===== config.mk =====
export PLATFORM = sky130hd
export DESIGN_NAME = assoc2_cache
export DESIGN_NICKNAME = d
export VERILOG_FILES = /design/src/rtl/c2_cache_pkg.sv /design/src/rtl/c2_way_store.sv /design/src/rtl/c2_lru_bits.sv /design/src/rtl/assoc2_cache.sv
export SDC_FILE = /design/constraint.sdc
export NUM_CORES = 1
export LEC_CHECK = 0
export BUFFER_PORTS_ARGS = -buffer_cell sky130_fd_sc_hd__buf_2
export CAP_MARGIN = 20
export CORE_AREA = 2 2 323 325
export CTS_CLUSTER_DIAMETER = 40
export CTS_CLUSTER_SIZE = 8
export DETAILED_ROUTE_END_ITERATION = 7
export DIE_AREA = 0 0 325 327
export HOLD_SLACK_MARGIN = 0.02
export PLACE_DENSITY = 0.47
export SKIP_CTS_REPAIR_TIMING = 1
export SYNTH_ARGS = -nofsm -noshare
export SYNTH_HDL_FRONTEND = slang
export SYNTH_SLANG_ARGS = --single-unit

===== constraint.sdc =====
create_clock -name clk -period 8.6 [get_ports clk]
set_input_delay 2.58 -clock clk [delete_from_list [all_inputs] [get_ports clk]]
set_output_delay 2.58 -clock clk [all_outputs]
set_load 0.02 [all_outputs]

===== src/rtl/c2_cache_pkg.sv =====
package c2_cache_pkg;
  localparam int NUM_WAYS = 2;

  typedef enum logic [1:0] {
    ST_IDLE    = 2'd0,
    ST_RD_REQ  = 2'd1,
    ST_RD_WAIT = 2'd2,
    ST_WR_REQ  = 2'd3
  } c2_state_e;
endpackage


===== src/rtl/c2_way_store.sv =====
module c2_way_store #(
  parameter int SET_W  = 2,
  parameter int TAG_W  = 28,
  parameter int DATA_W = 32
) (
  input  logic              clk,
  input  logic              rst_n,
  input  logic [SET_W-1:0]  lk_set,
  input  logic [TAG_W-1:0]  lk_tag,
  output logic              lk_hit,
  output logic              lk_valid,
  output logic [DATA_W-1:0] lk_data,
  input  logic              wr_en,
  input  logic [SET_W-1:0]  wr_set,
  input  logic [TAG_W-1:0]  wr_tag,
  input  logic [DATA_W-1:0] wr_data
);
  localparam int SETS = 1 << SET_W;

  logic [SETS-1:0]   valid_q;
  logic [TAG_W-1:0]  tag_q  [SETS];
  logic [DATA_W-1:0] data_q [SETS];

  always_ff @(posedge clk) begin
    if (!rst_n) begin
      valid_q <= '0;
    end else if (wr_en) begin
      valid_q[wr_set] <= 1'b1;
    end
  end

  always_ff @(posedge clk) begin
    if (wr_en) begin
      tag_q[wr_set]  <= wr_tag;
      data_q[wr_set] <= wr_data;
    end
  end

  assign lk_valid = valid_q[lk_set];
  assign lk_hit   = valid_q[lk_set] && (tag_q[lk_set] == lk_tag);
  assign lk_data  = data_q[lk_set];
endmodule


===== src/rtl/c2_lru_bits.sv =====
module c2_lru_bits #(
  parameter int SET_W = 2
) (
  input  logic             clk,
  input  logic             rst_n,
  input  logic [SET_W-1:0] q_set,
  output logic             q_lru,
  input  logic             upd_en,
  input  logic [SET_W-1:0] upd_set,
  input  logic             upd_used
);
  localparam int SETS = 1 << SET_W;

  logic [SETS-1:0] lru_q;

  always_ff @(posedge clk) begin
    if (!rst_n) begin
      lru_q <= '0;
    end else if (upd_en) begin
      lru_q[upd_set] <= ~upd_used;
    end
  end

  assign q_lru = lru_q[q_set];
endmodule


===== src/rtl/assoc2_cache.sv =====
module assoc2_cache
  import c2_cache_pkg::*;
#(
  parameter int ADDR_W   = 32,
  parameter int DATA_W   = 32,
  parameter int NUM_SETS = 4,
  parameter int CNT_W    = 16
) (
  input  logic              clk,
  input  logic              rst_n,
  input  logic              req_valid,
  output logic              req_ready,
  input  logic              req_write,
  input  logic [ADDR_W-1:0] req_addr,
  input  logic [DATA_W-1:0] req_wdata,
  output logic              rsp_valid,
  output logic [DATA_W-1:0] rsp_rdata,
  output logic              mem_req_valid,
  input  logic              mem_req_ready,
  output logic              mem_req_write,
  output logic [ADDR_W-1:0] mem_req_addr,
  output logic [DATA_W-1:0] mem_req_wdata,
  input  logic              mem_rsp_valid,
  input  logic [DATA_W-1:0] mem_rsp_rdata,
  output logic [CNT_W-1:0]  hit_count,
  output logic [CNT_W-1:0]  miss_count
);
  localparam int OFF_W = $clog2(DATA_W / 8);
  localparam int SET_W = $clog2(NUM_SETS);
  localparam int WA_W  = ADDR_W - OFF_W;
  localparam int TAG_W = WA_W - SET_W;

  c2_state_e         state_q;
  logic [WA_W-1:0]   held_wa_q;
  logic [DATA_W-1:0] held_wdata_q;
  logic              victim_q;
  logic              rsp_valid_q;
  logic [DATA_W-1:0] rsp_data_q;
  logic [CNT_W-1:0]  hit_cnt_q;
  logic [CNT_W-1:0]  miss_cnt_q;

  logic [SET_W-1:0]  lk_set;
  logic [TAG_W-1:0]  lk_tag;
  logic [SET_W-1:0]  held_set;
  logic [TAG_W-1:0]  held_tag;
  logic              unused_offset;

  logic [NUM_WAYS-1:0] way_hit;
  logic [NUM_WAYS-1:0] way_valid;
  logic [NUM_WAYS-1:0] way_wen;
  logic [DATA_W-1:0]   way_data [NUM_WAYS];

  logic              accept;
  logic              any_hit;
  logic              hit_way;
  logic              victim;
  logic              lru_bit;
  logic              fill_now;

  logic [SET_W-1:0]  wr_set;
  logic [TAG_W-1:0]  wr_tag;
  logic [DATA_W-1:0] wr_data;
  logic              lru_upd;
  logic [SET_W-1:0]  lru_set;
  logic              lru_used;

  assign lk_set        = req_addr[OFF_W +: SET_W];
  assign lk_tag        = req_addr[ADDR_W-1 -: TAG_W];
  assign held_set      = held_wa_q[SET_W-1:0];
  assign held_tag      = held_wa_q[WA_W-1 -: TAG_W];
  assign unused_offset = ^req_addr[OFF_W-1:0];

  assign req_ready = (state_q == ST_IDLE);
  assign accept    = req_valid && req_ready;
  assign any_hit   = |way_hit;
  assign hit_way   = way_hit[1];
  assign fill_now  = (state_q == ST_RD_WAIT) && mem_rsp_valid;

  // Empty way first, otherwise the least recently used one
  always_comb begin
    if (!way_valid[0])      victim = 1'b0;
    else if (!way_valid[1]) victim = 1'b1;
    else                    victim = lru_bit;
  end

  genvar w;
  generate
    for (w = 0; w < NUM_WAYS; w++) begin : g_way
      c2_way_store #(
        .SET_W (SET_W),
        .TAG_W (TAG_W),
        .DATA_W(DATA_W)
      ) u_way (
        .clk     (clk),
        .rst_n   (rst_n),
        .lk_set  (lk_set),
        .lk_tag  (lk_tag),
        .lk_hit  (way_hit[w]),
        .lk_valid(way_valid[w]),
        .lk_data (way_data[w]),
        .wr_en   (way_wen[w]),
        .wr_set  (wr_set),
        .wr_tag  (wr_tag),
        .wr_data (wr_data)
      );
    end
  endgenerate

  c2_lru_bits #(.SET_W(SET_W)) u_lru (
    .clk     (clk),
    .rst_n   (rst_n),
    .q_set   (lk_set),
    .q_lru   (lru_bit),
    .upd_en  (lru_upd),
    .upd_set (lru_set),
    .upd_used(lru_used)
  );

  // Write port and replacement update steering
  always_comb begin
    way_wen  = '0;
    wr_set   = lk_set;
    wr_tag   = lk_tag;
    wr_data  = req_wdata;
    lru_upd  = 1'b0;
    lru_set  = lk_set;
    lru_used = hit_way;
    if (accept && any_hit) begin
      lru_upd = 1'b1;
      if (req_write) begin
        way_wen[hit_way] = 1'b1;
      end
    end
    if (fill_now) begin
      way_wen           = '0;
      way_wen[victim_q] = 1'b1;
      wr_set            = held_set;
      wr_tag            = held_tag;
      wr_data           = mem_rsp_rdata;
      lru_upd           = 1'b1;
      lru_set           = held_set;
      lru_used          = victim_q;
    end
  end

  always_ff @(posedge clk) begin
    if (!rst_n) begin
      state_q      <= ST_IDLE;
      held_wa_q    <= '0;
      held_wdata_q <= '0;
      victim_q     <= 1'b0;
      rsp_valid_q  <= 1'b0;
      rsp_data_q   <= '0;
      hit_cnt_q    <= '0;
      miss_cnt_q   <= '0;
    end else begin
      rsp_valid_q <= 1'b0;
      unique case (state_q)
        ST_IDLE: begin
          if (accept) begin
            held_wa_q    <= req_addr[ADDR_W-1:OFF_W];
            held_wdata_q <= req_wdata;
            victim_q     <= victim;
            if (any_hit) hit_cnt_q  <= hit_cnt_q + 1'b1;
            else         miss_cnt_q <= miss_cnt_q + 1'b1;
            if (req_write) begin
              state_q <= ST_WR_REQ;
            end else if (any_hit) begin
              rsp_valid_q <= 1'b1;
              rsp_data_q  <= way_data[hit_way];
            end else begin
              state_q <= ST_RD_REQ;
            end
          end
        end
        ST_RD_REQ: begin
          if (mem_req_ready) state_q <= ST_RD_WAIT;
        end
        ST_RD_WAIT: begin
          if (mem_rsp_valid) begin
            rsp_valid_q <= 1'b1;
            rsp_data_q  <= mem_rsp_rdata;
            state_q     <= ST_IDLE;
          end
        end
        ST_WR_REQ: begin
          if (mem_req_ready) state_q <= ST_IDLE;
        end
        default: state_q <= ST_IDLE;
      endcase
    end
  end

  assign mem_req_valid = (state_q == ST_RD_REQ) || (state_q == ST_WR_REQ);
  assign mem_req_write = (state_q == ST_WR_REQ);
  assign mem_req_addr  = {held_wa_q, {OFF_W{1'b0}}};
  assign mem_req_wdata = held_wdata_q;
  assign rsp_valid     = rsp_valid_q;
  assign rsp_rdata     = rsp_data_q;
  assign hit_count     = hit_cnt_q;
  assign miss_count    = miss_cnt_q;
endmodule


==> impl.org, run 1 <==
** Die
- The die covers ~110000 µm².
- The die is 327 µm tall.
- IO Count :: approximately 230
- The floorplan has between 100 and 150 rows.
- From left edge to right edge, the die measures 325 µm.
- For this configuration, the core starts out at a cell density of 0.2487.
- Core region area :: just over 100000 µm²

** Clock network
- Clock-pin slew on the worst setup and hold paths :: approximately 50 ps
- Root buf cell :: clkbuf_16
- Clock Tree Buf Depth :: 3
- Insertion delay to the later sink of the worst-skew pair :: ~670 ps
- TritonCTS built the clock tree.
- The clock net in this run drives a total of between 600 and 700 sinks.
- Number of CTS-inserted buffers :: around 110
- Depth of the CTS H-tree :: 3

** Timing
- Peak clock frequency supported by timing :: 0.1525 GHz
- The worst pin sits at a relative slew slack of 0.3358.
- Final hold violations :: 0
- After routing, the total negative slack on setup checks comes to 0 ps.
- Fin crit period :: around 6600 ps
- The count of final max-slew check failures is 0.
- RSZ-0062 raised after global routing :: no
- Slew @ Worst Pin :: 996.3 ps
- Setup violations remaining at the end of the flow were counted as 0.
- Clock skew on the completed layout was measured at ~35 ps.
- Final cycle utilization of the critical path :: 0.7627

** Pwr
- Cell Pwr Density :: about 250 nW/µm²
- Sequential group share of total power :: 0.413
- In this run the static leakage power is about 0.011 µW.
- Of the total power, the share spent switching nets is 0.2280.
- Clock network power share :: 0.521
- The analysis attributes to net switching a power of ~1800 µW.
- Largest vdd supply drop :: ~0.15 mV
- Of the total power, combinational logic draws 0.066.
- The internal power of the cells totals between 6000 and 7000 µW.

** Synth
- Number of enable flip-flop cells after synthesis :: 480
- Mapped Area :: approximately 26000 µm²
- Number of warnings issued by yosys :: 0
- Synthesis inferred 622 register bits.
- Mean Syn Cell Area :: 14.35 µm²
- Ys async rst share :: 0
- Yosys cell types :: 74
- After technology mapping, the gate count stands at approximately 1800.
- Share of synthesized area occupied by flip-flops and latches :: 0.6743
- Most used flip-flop cell after synthesis :: edfxtp_1

** Finish
- ANT cells :: 0
- Final net count :: about 2100
- Growth of design area from synthesis to finish :: 24.42%
- Of the cells placed in the final design, the portion with a size suffix greater than 1 is 0.2594.
- Final instance area :: 31840 µm²
- Non-filler instance count after layout :: about 3500

** Setup path
- Combined buffer and inverter count along the critical path :: 3
- The worst setup path is of the input port to flop kind.
- For the worst setup path, the data arrival time is about 7100 ps.
- CP peak stage delay :: around 960 ps
- Flop-to-flop setup slack :: 4340 ps
- Walking the worst path, the cells encountered are buf_6, buf_4, mux4_2, xnor2_1, nand4_1, a2111oi_2, nand4b_2, a211oi_4, or2_1, buf_4, nor3b_2.
- In this design, the critical path's most frequently occurring cell is buf_4.
- Data required time at the worst endpoint :: approximately 9200 ps
- In this run the worst path has a maximum fanout of 41.
- The worst setup path is launched from an input port.
- The slowest stage of the critical path belongs to the cell a211oi_4.
- The worst setup path is captured at a flop.
- The cell family contributing the most delay on the critical path is compound AO/OA/AOI/OAI gates.

** Drt
- Using the TritonRoute via totals, the vias-per-cell ratio works out to 4.629.
- Wires add up to 72890 µm.
- Count of unresolved DRC violations after routing :: 0
- Dividing the detail-routed wire length by the instance count gives between 20 and 25 µm.
- First-pass iteration count of the detailed router :: 5
- After the first detailed-routing iteration, the DRC count stood at ~1100.
- For this block, the via count after detailed routing is around 16000.
- Antenna violation net count after detailed routing :: 0

** Place
- Placement-stage cell area :: roughly 28000 µm²
- Detailed-placement wirelength estimate :: around 44000 µm
- Port Buffer Count :: ~230
- Total placed cells including tap cells :: 3305
- Global placement routability congestion :: 0.8224

** Run
- Max-cap violations in this run came to 0.

** Run status
- The run finished with clean final reports.

** Min path
- Type of the most critical hold path :: flop to flop

** Global route
- Overflow after GRT :: 0
- Entering global routing, the biggest net connects between 80 and 90 pins.
- Gr usage total :: 0.1343
- The first global-routing pass estimated 107100 µm of wire.
- Number of antenna violations at the first check in global routing :: 4
- Vias in the first global route :: roughly 17000
-- sequential cells by signal (all words and copies together), names as in the netlist, 8 cells and up --
register             flops
g_way.u_way.data_q     256
g_way.u_way.tag_q      224
mem_req_wdata           32
rsp_rdata               32
held_wa_q               30
hit_count               16
miss_count              16
g_way.u_way.valid_q      8
-- routing by layer --
metal / share of wire / GRT usage / vias up
met3: 0.058 / 0.02840 / 125
li1: - / - / 7316
met2: 0.48 / 0.2246 / 489
met5: 0 / 0 / -
met4: 0.024 / 0.04620 / 0
met1: 0.43 / 0.1727 / 8310
-- worst reg2reg max path: cells and delay by family, from the launching register on --
kind / cells / cell delay (ps)
multiplexers: 1 / 520
AO/OA/AOI/OAI: 2 / 1310
buffers and inverters: 1 / 440
AND/OR/NAND/NOR: 4 / 1190
flip-flops: 1 / 360
XOR/XNOR: 1 / 360
-- worst paths after layout --
path                                                              from                                endpoint  cells after the start
worst min register to register  g_way[0].u_way.valid_q[0]$_SDFFE_PN0P_  g_way[0].u_way.valid_q[0]$_SDFFE_PN0P_                      2
worst max-delay path                                       req_addr[3]                    rsp_valid$_SDFF_PN0_                     11
worst min-delay path            g_way[0].u_way.valid_q[0]$_SDFFE_PN0P_  g_way[0].u_way.valid_q[0]$_SDFFE_PN0P_                      2
worst max register to register    g_way[0].u_way.tag_q[0][5]$_DFFE_PP_                    rsp_valid$_SDFF_PN0_                      9
-- placed cells by master (no fill, tap or decap), types with 25 or more instances in the layout --
| cell type | netlist | layout |
|---|---|---|
| edfxtp_1 | 480 | 480 |
| nand2_1 | 380 | 378 |
| buf_2 | 6 | 226 |
| dfxtp_1 | 142 | 142 |
| clkbuf_16 | 0 | 113 |
| mux4_2 | 100 | 100 |
| a21oi_1 | 89 | 89 |
| mux2i_1 | 46 | 46 |
| xnor2_1 | 46 | 46 |
| and2_1 | 39 | 37 |
| o22ai_1 | 36 | 36 |
| a211oi_1 | 36 | 36 |
| o221ai_1 | 34 | 34 |
| buf_4 | 9 | 33 |
| clkbuf_1 | 79 | 32 |
| nand4_1 | 25 | 25 |
-- Yosys cell counts, types with 7 or more instances --
master	n	area, µm²
and2_1	39	244.0
or3_1	7	43.79
nand3_1	18	90.09
nand2b_1	17	106.4
buf_1	12	45.04
xnor2_1	46	402.9
a211oi_1	36	270.3
buf_6	13	146.4
mux2i_1	46	460.4
o221ai_1	34	297.8
o21ai_0	7	35.03
clkbuf_1	79	296.5
dfxtp_1	142	2843
o31ai_1	13	97.59
or4_1	9	67.56
inv_1	10	37.54
nor2_1	27	101.4
o22ai_1	36	225.2
mux4_2	100	2252
buf_4	9	67.56
nand2_1	380	1426
a21oi_1	89	445.4
xor2_1	10	87.58
edfxtp_1	480	14410
nand4_1	25	156.4
-- area by class of cell --
| type | instances | area (µm²) |
|---|---|---|
| fillers | 10180 | 71070 |
| repair buffers | 262 | 1421 |
| clock inverters | 56 | 663.1 |
| well taps | 1380 | 1727 |
| inverters | 12 | 46.29 |
| clock buffers | 147 | 2975 |
| multi-input cells | 1029 | 7750 |
| flip-flops and latches | 622 | 17260 |
-- per-stage QoR --
| step | power, µW | utilization | hold slack (ps) | setup slack [ps] |
|---|---|---|---|---|
| 2_1_floorplan | 3733 | - | 416.5 | 868.6 |
| 3_5_place_dp | 3940 | 0.2740 | 440.7 | 1373 |
| 6_report | 8103 | 0.3094 | 449.7 | 2041 |
| 3_3_place_gp | 3927 | 0.2740 | 433.2 | 1429 |
| 4_1_cts | 8210 | 0.3094 | 448.2 | 2101 |
| 5_1_grt | 8391 | 0.3094 | 470.9 | 1825 |
-- kinds of logic (layout without fill, tap and decap cells) --
kind of cell / count (synthesis) / count (layout) / synth area share
buffers and inverters: 133 / 477 / 0.02601
adder cells (fa/ha/maj): 2 / 2 / 0.0009777
AND/OR/NAND/NOR: 553 / 553 / 0.09656
multiplexers: 154 / 154 / 0.1125
AO/OA/AOI/OAI: 260 / 260 / 0.06909
XOR/XNOR: 58 / 58 / 0.02044
flip-flops: 622 / 622 / 0.6743
other: 1 / 2 / 0.0001465
-- power groups by stage --
| stage | registers (µW) | clock network, µW | logic (µW) |
|---|---|---|---|
| floorplan | 3430 | 0 | 305 |
| global placement | 3390 | 0 | 532 |
| detailed placement | 3400 | 0 | 542 |
| CTS | 3340 | 4320 | 544 |
| global route | 3340 | 4460 | 584 |
| finish | 3340 | 4230 | 535 |
Power figures use the tool's default switching activity.
==> inputs of run 2 (changes only) <==
--- a/config.mk
+++ b/config.mk
@@ -5,13 +5,14 @@
 export SDC_FILE = /design/constraint.sdc
 export NUM_CORES = 1
 export LEC_CHECK = 0
+export ABC_AREA = 1
 export BUFFER_PORTS_ARGS = -buffer_cell sky130_fd_sc_hd__buf_2
 export CAP_MARGIN = 20
-export CORE_AREA = 2 2 323 325
+export CORE_AREA = 2 2 331 333
 export CTS_CLUSTER_DIAMETER = 40
 export CTS_CLUSTER_SIZE = 8
 export DETAILED_ROUTE_END_ITERATION = 7
-export DIE_AREA = 0 0 325 327
+export DIE_AREA = 0 0 333 335
 export HOLD_SLACK_MARGIN = 0.02
 export PLACE_DENSITY = 0.47
 export SKIP_CTS_REPAIR_TIMING = 1
==> constraint.sdc (replaced) <==
create_clock -name clk -period 6.7 [get_ports clk]
set_input_delay 2.01 -clock clk [delete_from_list [all_inputs] [get_ports clk]]
set_output_delay 2.01 -clock clk [all_outputs]
set_load 0.02 [all_outputs]
==> run 2 against run 1 <==
Via count grew 28%. Largest cell class unchanged. Flip-flop and latch count is the same. Design area grew 5.2%. Largest power group unchanged. First-iteration DRC count grew 46%. Synthesized area grew 5.0%. Critical path depth grew 4. Wire length grew 20%. Highest routed layer unchanged. Count of clock-buffer cells in the layout is the same. Final cell count grew 30%. Register-to-register slack lost 1500 ps. Sequential share of layout area shrank 2.7 points. Clock power grew 29%.
==> impl.org, run 2 <==
** Synth
- Most used flip-flop cell after synthesis :: edfxtp_1
- The number of enable-type register cells in the synthesized netlist was 480 (unchanged).
- Yosys cell types :: 35 (-53%)
- The mean post-synth cell area came to 9.595 µm² (-33%).
- By area the synthesized netlist is led by edfxtp_1 54%, dfxtp_1 11%, nand2_1 10%.
- Area share of the leading cell type in the synthesized netlist :: 0.5365 (-0.02673)
- Share of synthesized cell area in and, or, nand and nor gates :: 0.2275 (+0.1309)
- In the post-synthesis netlist, the cell with the most instances is nand2_1.
- Gate count after technology mapping :: 2800 (+57%)
- Cell taking the most area after synthesis :: edfxtp_1
- Synthesized flop and latch total :: 622 (unchanged)
- Compound-cell area share of the yosys netlist :: 0.07996 (+0.01088)
- Share of synthesized area occupied by flip-flops and latches :: 0.6423 (-0.03200)
- Post-synth top cells :: 737 x nand2_1, 480 x edfxtp_1, 331 x nor2_1
- Mapped Area :: 26870 µm² (+5.0%)
- The multiplexer share of the synthesized area is 0 (-0.1125).
- The count of yosys warnings during synthesis is 0 (unchanged).
- The area share of xor/xnor cells in the synthesized design was 0.006194 (-0.01424).
- Main combinational cell family by area after synthesis :: simple AND/OR/NAND/NOR gates
- The async set or reset register ratio after synthesis came to 0 (unchanged).
- The post-synthesis adder-cell area fraction was 0.0009314 (-0.00004641).

** Clock network
- Clock-pin slew on the worst setup and hold paths :: 50 ps (about the same)
- The CTS H-tree depth is 3 (unchanged).
- The buffer depth of the longest clock path came to 3 (unchanged).
- Clock tree synthesis selected as its root buffer the cell clkbuf_16.
- Number of CTS-inserted buffers :: 113 (+0.89%)
- Insertion delay to the later sink of the worst-skew pair :: 690 ps (+20 ps)
- CTS tree :: built
- The clock sink total was 622 (unchanged).

** Drt
- First-pass iteration count of the detailed router :: 5 (unchanged)
- Via count normalized by instance count :: 4.575 (-1.2%)
- The remaining design rule violation count came to 0 (unchanged).
- Starting DRC count in detailed routing :: 1539 (+46%)
- Detail-routed net length per standard cell :: 19.24 µm (-7.4%)
- The number of routed nets with antenna violations came to 0 (unchanged).
- The vias after detailed routing came to 20810 (+28%).
- Wire length reported by the detailed router :: 87520 µm (+20%)

** Timing
- The worst path setup slack after routing was 1602 ps (-438.7 ps).
- Dividing the final minimum period by the clock period gives 0.7608.
- The number of hold-slack violations in the final timing report was 0 (unchanged).
- The max-slew headroom at the worst pin is 0.3151 (-0.02067).
- The total negative slack came to 0 ps (unchanged).
- The worst clock skew was 48.31 ps (+12.89 ps).
- The slew of the pin with the lowest slew margin was 1027 ps (+31.00 ps).
- The count of final max-slew check failures came to 0 (unchanged).
- Peak clock frequency supported by timing :: 0.1962 GHz
- Fin crit period :: 5098 ps
- The number of setup violations in the final report came to 0 (unchanged).
- Setup repair after global routing left no endpoint under its margin.

** Die
- The vertical die dimension was 335 µm (+2.4%).
- Core region area :: 108100 µm² (+5.0%)
- The I/O pin count came to 234 (unchanged).
- Floorplan die width :: 333 µm (+2.5%)
- The starting density of the core came to 0.2485 (about the same).
- Full die area :: 111600 µm² (+5.0%)
- Site Rows :: 121 (+2.5%)

** Global route
- Pin count of the biggest net entering global routing :: 124 (+48%)
- Vias in the first global route :: 20340 (+23%)
- The global-route total usage across every layer was 0.1549 (+0.02053).
- The global-route wire length before repair is 130500 µm (+22%).
- Overflow after GRT :: 0 (unchanged)
- Number of antenna violations at the first check in global routing :: 8 (+4)

** Pwr
- LEAKAGE :: 0.01292 µW (+16%)
- Cell Pwr Density :: 359.4 nW/µm² (+41%)
- Largest vdd supply drop :: 0.2317 mV (+55%)
- Int Power :: 8566 µW (+37%)
- The share of power burned in combinational logic is 0.157 (+0.091).
- Fraction of power spent switching nets :: 0.2880 (+0.05995)
- The clock network power share was 0.452 (-0.069).
- Reported net switching power :: 3465 µW (+88%)
- Sequential group share of total power :: 0.391 (-0.022)
- The total power draw is 12030 µW (+48%).

** Setup path
- Combined buffer and inverter count along the critical path :: 4 (+1)
- Worst setup path category :: input port to flop
- The most critical setup path has its startpoint at req_addr[2].
- Capture instance of the worst register-to-register path :: g_way[0].u_way.data_q[0][8]$_DFFE_PP_
- Largest fanout of any net on the critical path :: 79 (+93%)
- For this design, the slowest cell found on the critical path is buf_4.
- Cell count along the critical path :: 15 (+4)
- The path depth of the worst reg2reg path came to 12 (+3).
- Flop-to-flop setup slack :: 2840 ps (-1500 ps)
- The required time at the endpoint of the critical path is 6970 ps (-2210 ps).
- Critical R2R Launch :: state_q[0]$_SDFFE_PN0P_
- Traced cell by cell, the critical path runs through buf_6, buf_4, nand2_1, nand3_1, nand3_1, nand2_1, nand2_1, nor2_1, nand2_1, nor2_4, nand2_4, a21oi_4, nand3_1, inv_2, buf_4.
- STA classifies the critical path startpoint as an input port.
- Most prevalent standard cell on the critical path :: nand2_1
- Termination of the worst setup path :: g_way[1].u_way.tag_q[2][26]$_DFFE_PP_
- The largest incremental delay on the critical path was 650 ps (-310 ps).
- The critical path data arrival time is 5370 ps (-1760 ps).
- The kind of cell with the highest combined delay along the critical path is simple AND/OR/NAND/NOR gates.
- Type of element capturing the critical path :: flop

** Finish
- Leading cell types in the layout, fill and taps excluded :: 736 x nand2_1, 480 x edfxtp_1, 329 x nor2_1, 299 x nand3_1, 235 x o21ai_0
- The number of nets in the layout is 3149 (+47%).
- The library cell used most frequently in the layout, excluding fill and tap cells, is nand2_1.
- Biggest register :: g_way.u_way.data_q
- Non-filler instance count after layout :: 4549 (+30%)
- The share of post-route cells with drive strength above 1 came to 0.1586 (-0.1008).
- Growth of design area from synthesis to finish :: 24.62%
- The number of flip-flops in the largest register was 256 (unchanged).
- In the final layout, the registers with the most flip-flops are g_way.u_way.data_q (256), g_way.u_way.tag_q (224).

** Place
- The number of cells after detailed placement was 4344 (+31%).
- Detailed-placement wirelength estimate :: 53620 µm (+21%)
- The final weighted congestion of routability-driven global placement was 0.8689 (+5.7%).
- Pre-CTS worst setup slack :: 914.7 ps (-458.2 ps)
- Port Buffer Count :: 229 (unchanged)

** Min path
- In this run the worst hold path is classified as flop to flop.

** Run status
- The run finished with clean final reports.

** Run
- Max Cap Viol :: 0 (unchanged)
[run 2: cell count changes after synthesis, sizes merged, moves of 105 or more]
cell and delta:
o21ai +227, nor2 +306, nand2 +358, mux4 -105, nand3 +282, inv +118
[run 2: worst min-delay path by stage]
stage | end | from | slack [ps] | cells past startpoint
after detailed placement | g_way[0].u_way.valid_q[2]$_SDFFE_PN0P_ | g_way[0].u_way.valid_q[2]$_SDFFE_PN0P_ | 440 | 2
after CTS | g_way[0].u_way.valid_q[2]$_SDFFE_PN0P_ | g_way[0].u_way.valid_q[2]$_SDFFE_PN0P_ | 450 | 2
after floorplan | g_way[0].u_way.valid_q[2]$_SDFFE_PN0P_ | g_way[0].u_way.valid_q[2]$_SDFFE_PN0P_ | 430 | 2
after global placement | g_way[0].u_way.valid_q[2]$_SDFFE_PN0P_ | g_way[0].u_way.valid_q[2]$_SDFFE_PN0P_ | 440 | 2
after global routing | g_way[1].u_way.valid_q[3]$_SDFFE_PN0P_ | g_way[1].u_way.valid_q[3]$_SDFFE_PN0P_ | 470 | 2
final | g_way[0].u_way.valid_q[2]$_SDFFE_PN0P_ | g_way[0].u_way.valid_q[2]$_SDFFE_PN0P_ | 450 | 2
[run 2: power by group through the flow]
stage | logic, µW | clock network (µW) | registers (µW)
finish | 1890 | 5440 | 4700
global route | 2110 | 5740 | 4730
CTS | 1930 | 5560 | 4700
detailed placement | 1930 | 0 | 4770
global placement | 1920 | 0 | 4770
floorplan | 963 | 0 | 4940
[run 2: worst min-delay path, delay by kind of cell, from the launching register on]
| kind | cells | cell delay [ps] |
|---|---|---|
| AOI/OAI and AO/OA | 1 | 50 |
| DFF | 1 | 300 |
| buffers and inverters | 1 | 50 |
[run 2: cell families after synthesis]
kind of cell	after synthesis
AOI/OAI and AO/OA	409
xor gates and xnor gates	19
adders and majority gates	2
buffers and inverters	283
DFF	622
other	1
and+or+nand+nor	1464
[run 2: layer usage]
layer,routed length (µm),share of wire,up-vias,GRT usage
met5,0,0,-,0
met4,2535,0.029,0,0.05594
met3,5005,0.057,155,0.03279
met2,41140,0.47,553,0.2543
met1,38840,0.44,10020,0.2009
li1,-,-,10090,-
[run 2: area by class of cell]
cell class / count / area, µm²
Antenna cell: 2 / 5.005
Clock buffer: 147 / 3018
Clock inverter: 56 / 624.3
Fill cell: 11330 / 74620
Inverter: 130 / 504.2
Multi-Input combinational cell: 1896 / 8477
Sequential cell: 622 / 17260
Tap cell: 1414 / 1769
Timing Repair Buffer: 282 / 1826
[run 2: stage by stage]
step | hold slack, ps | utilization | area [µm²]
finish | 449.2 | 0.3097 | 33480
global route | 470.7 | 0.3097 | 33470
CTS | 446.4 | 0.3097 | 33470
detailed placement | 439.0 | 0.2760 | 29830
global placement | 436.2 | 0.2757 | 29800
floorplan | 426.4 | - | 26870
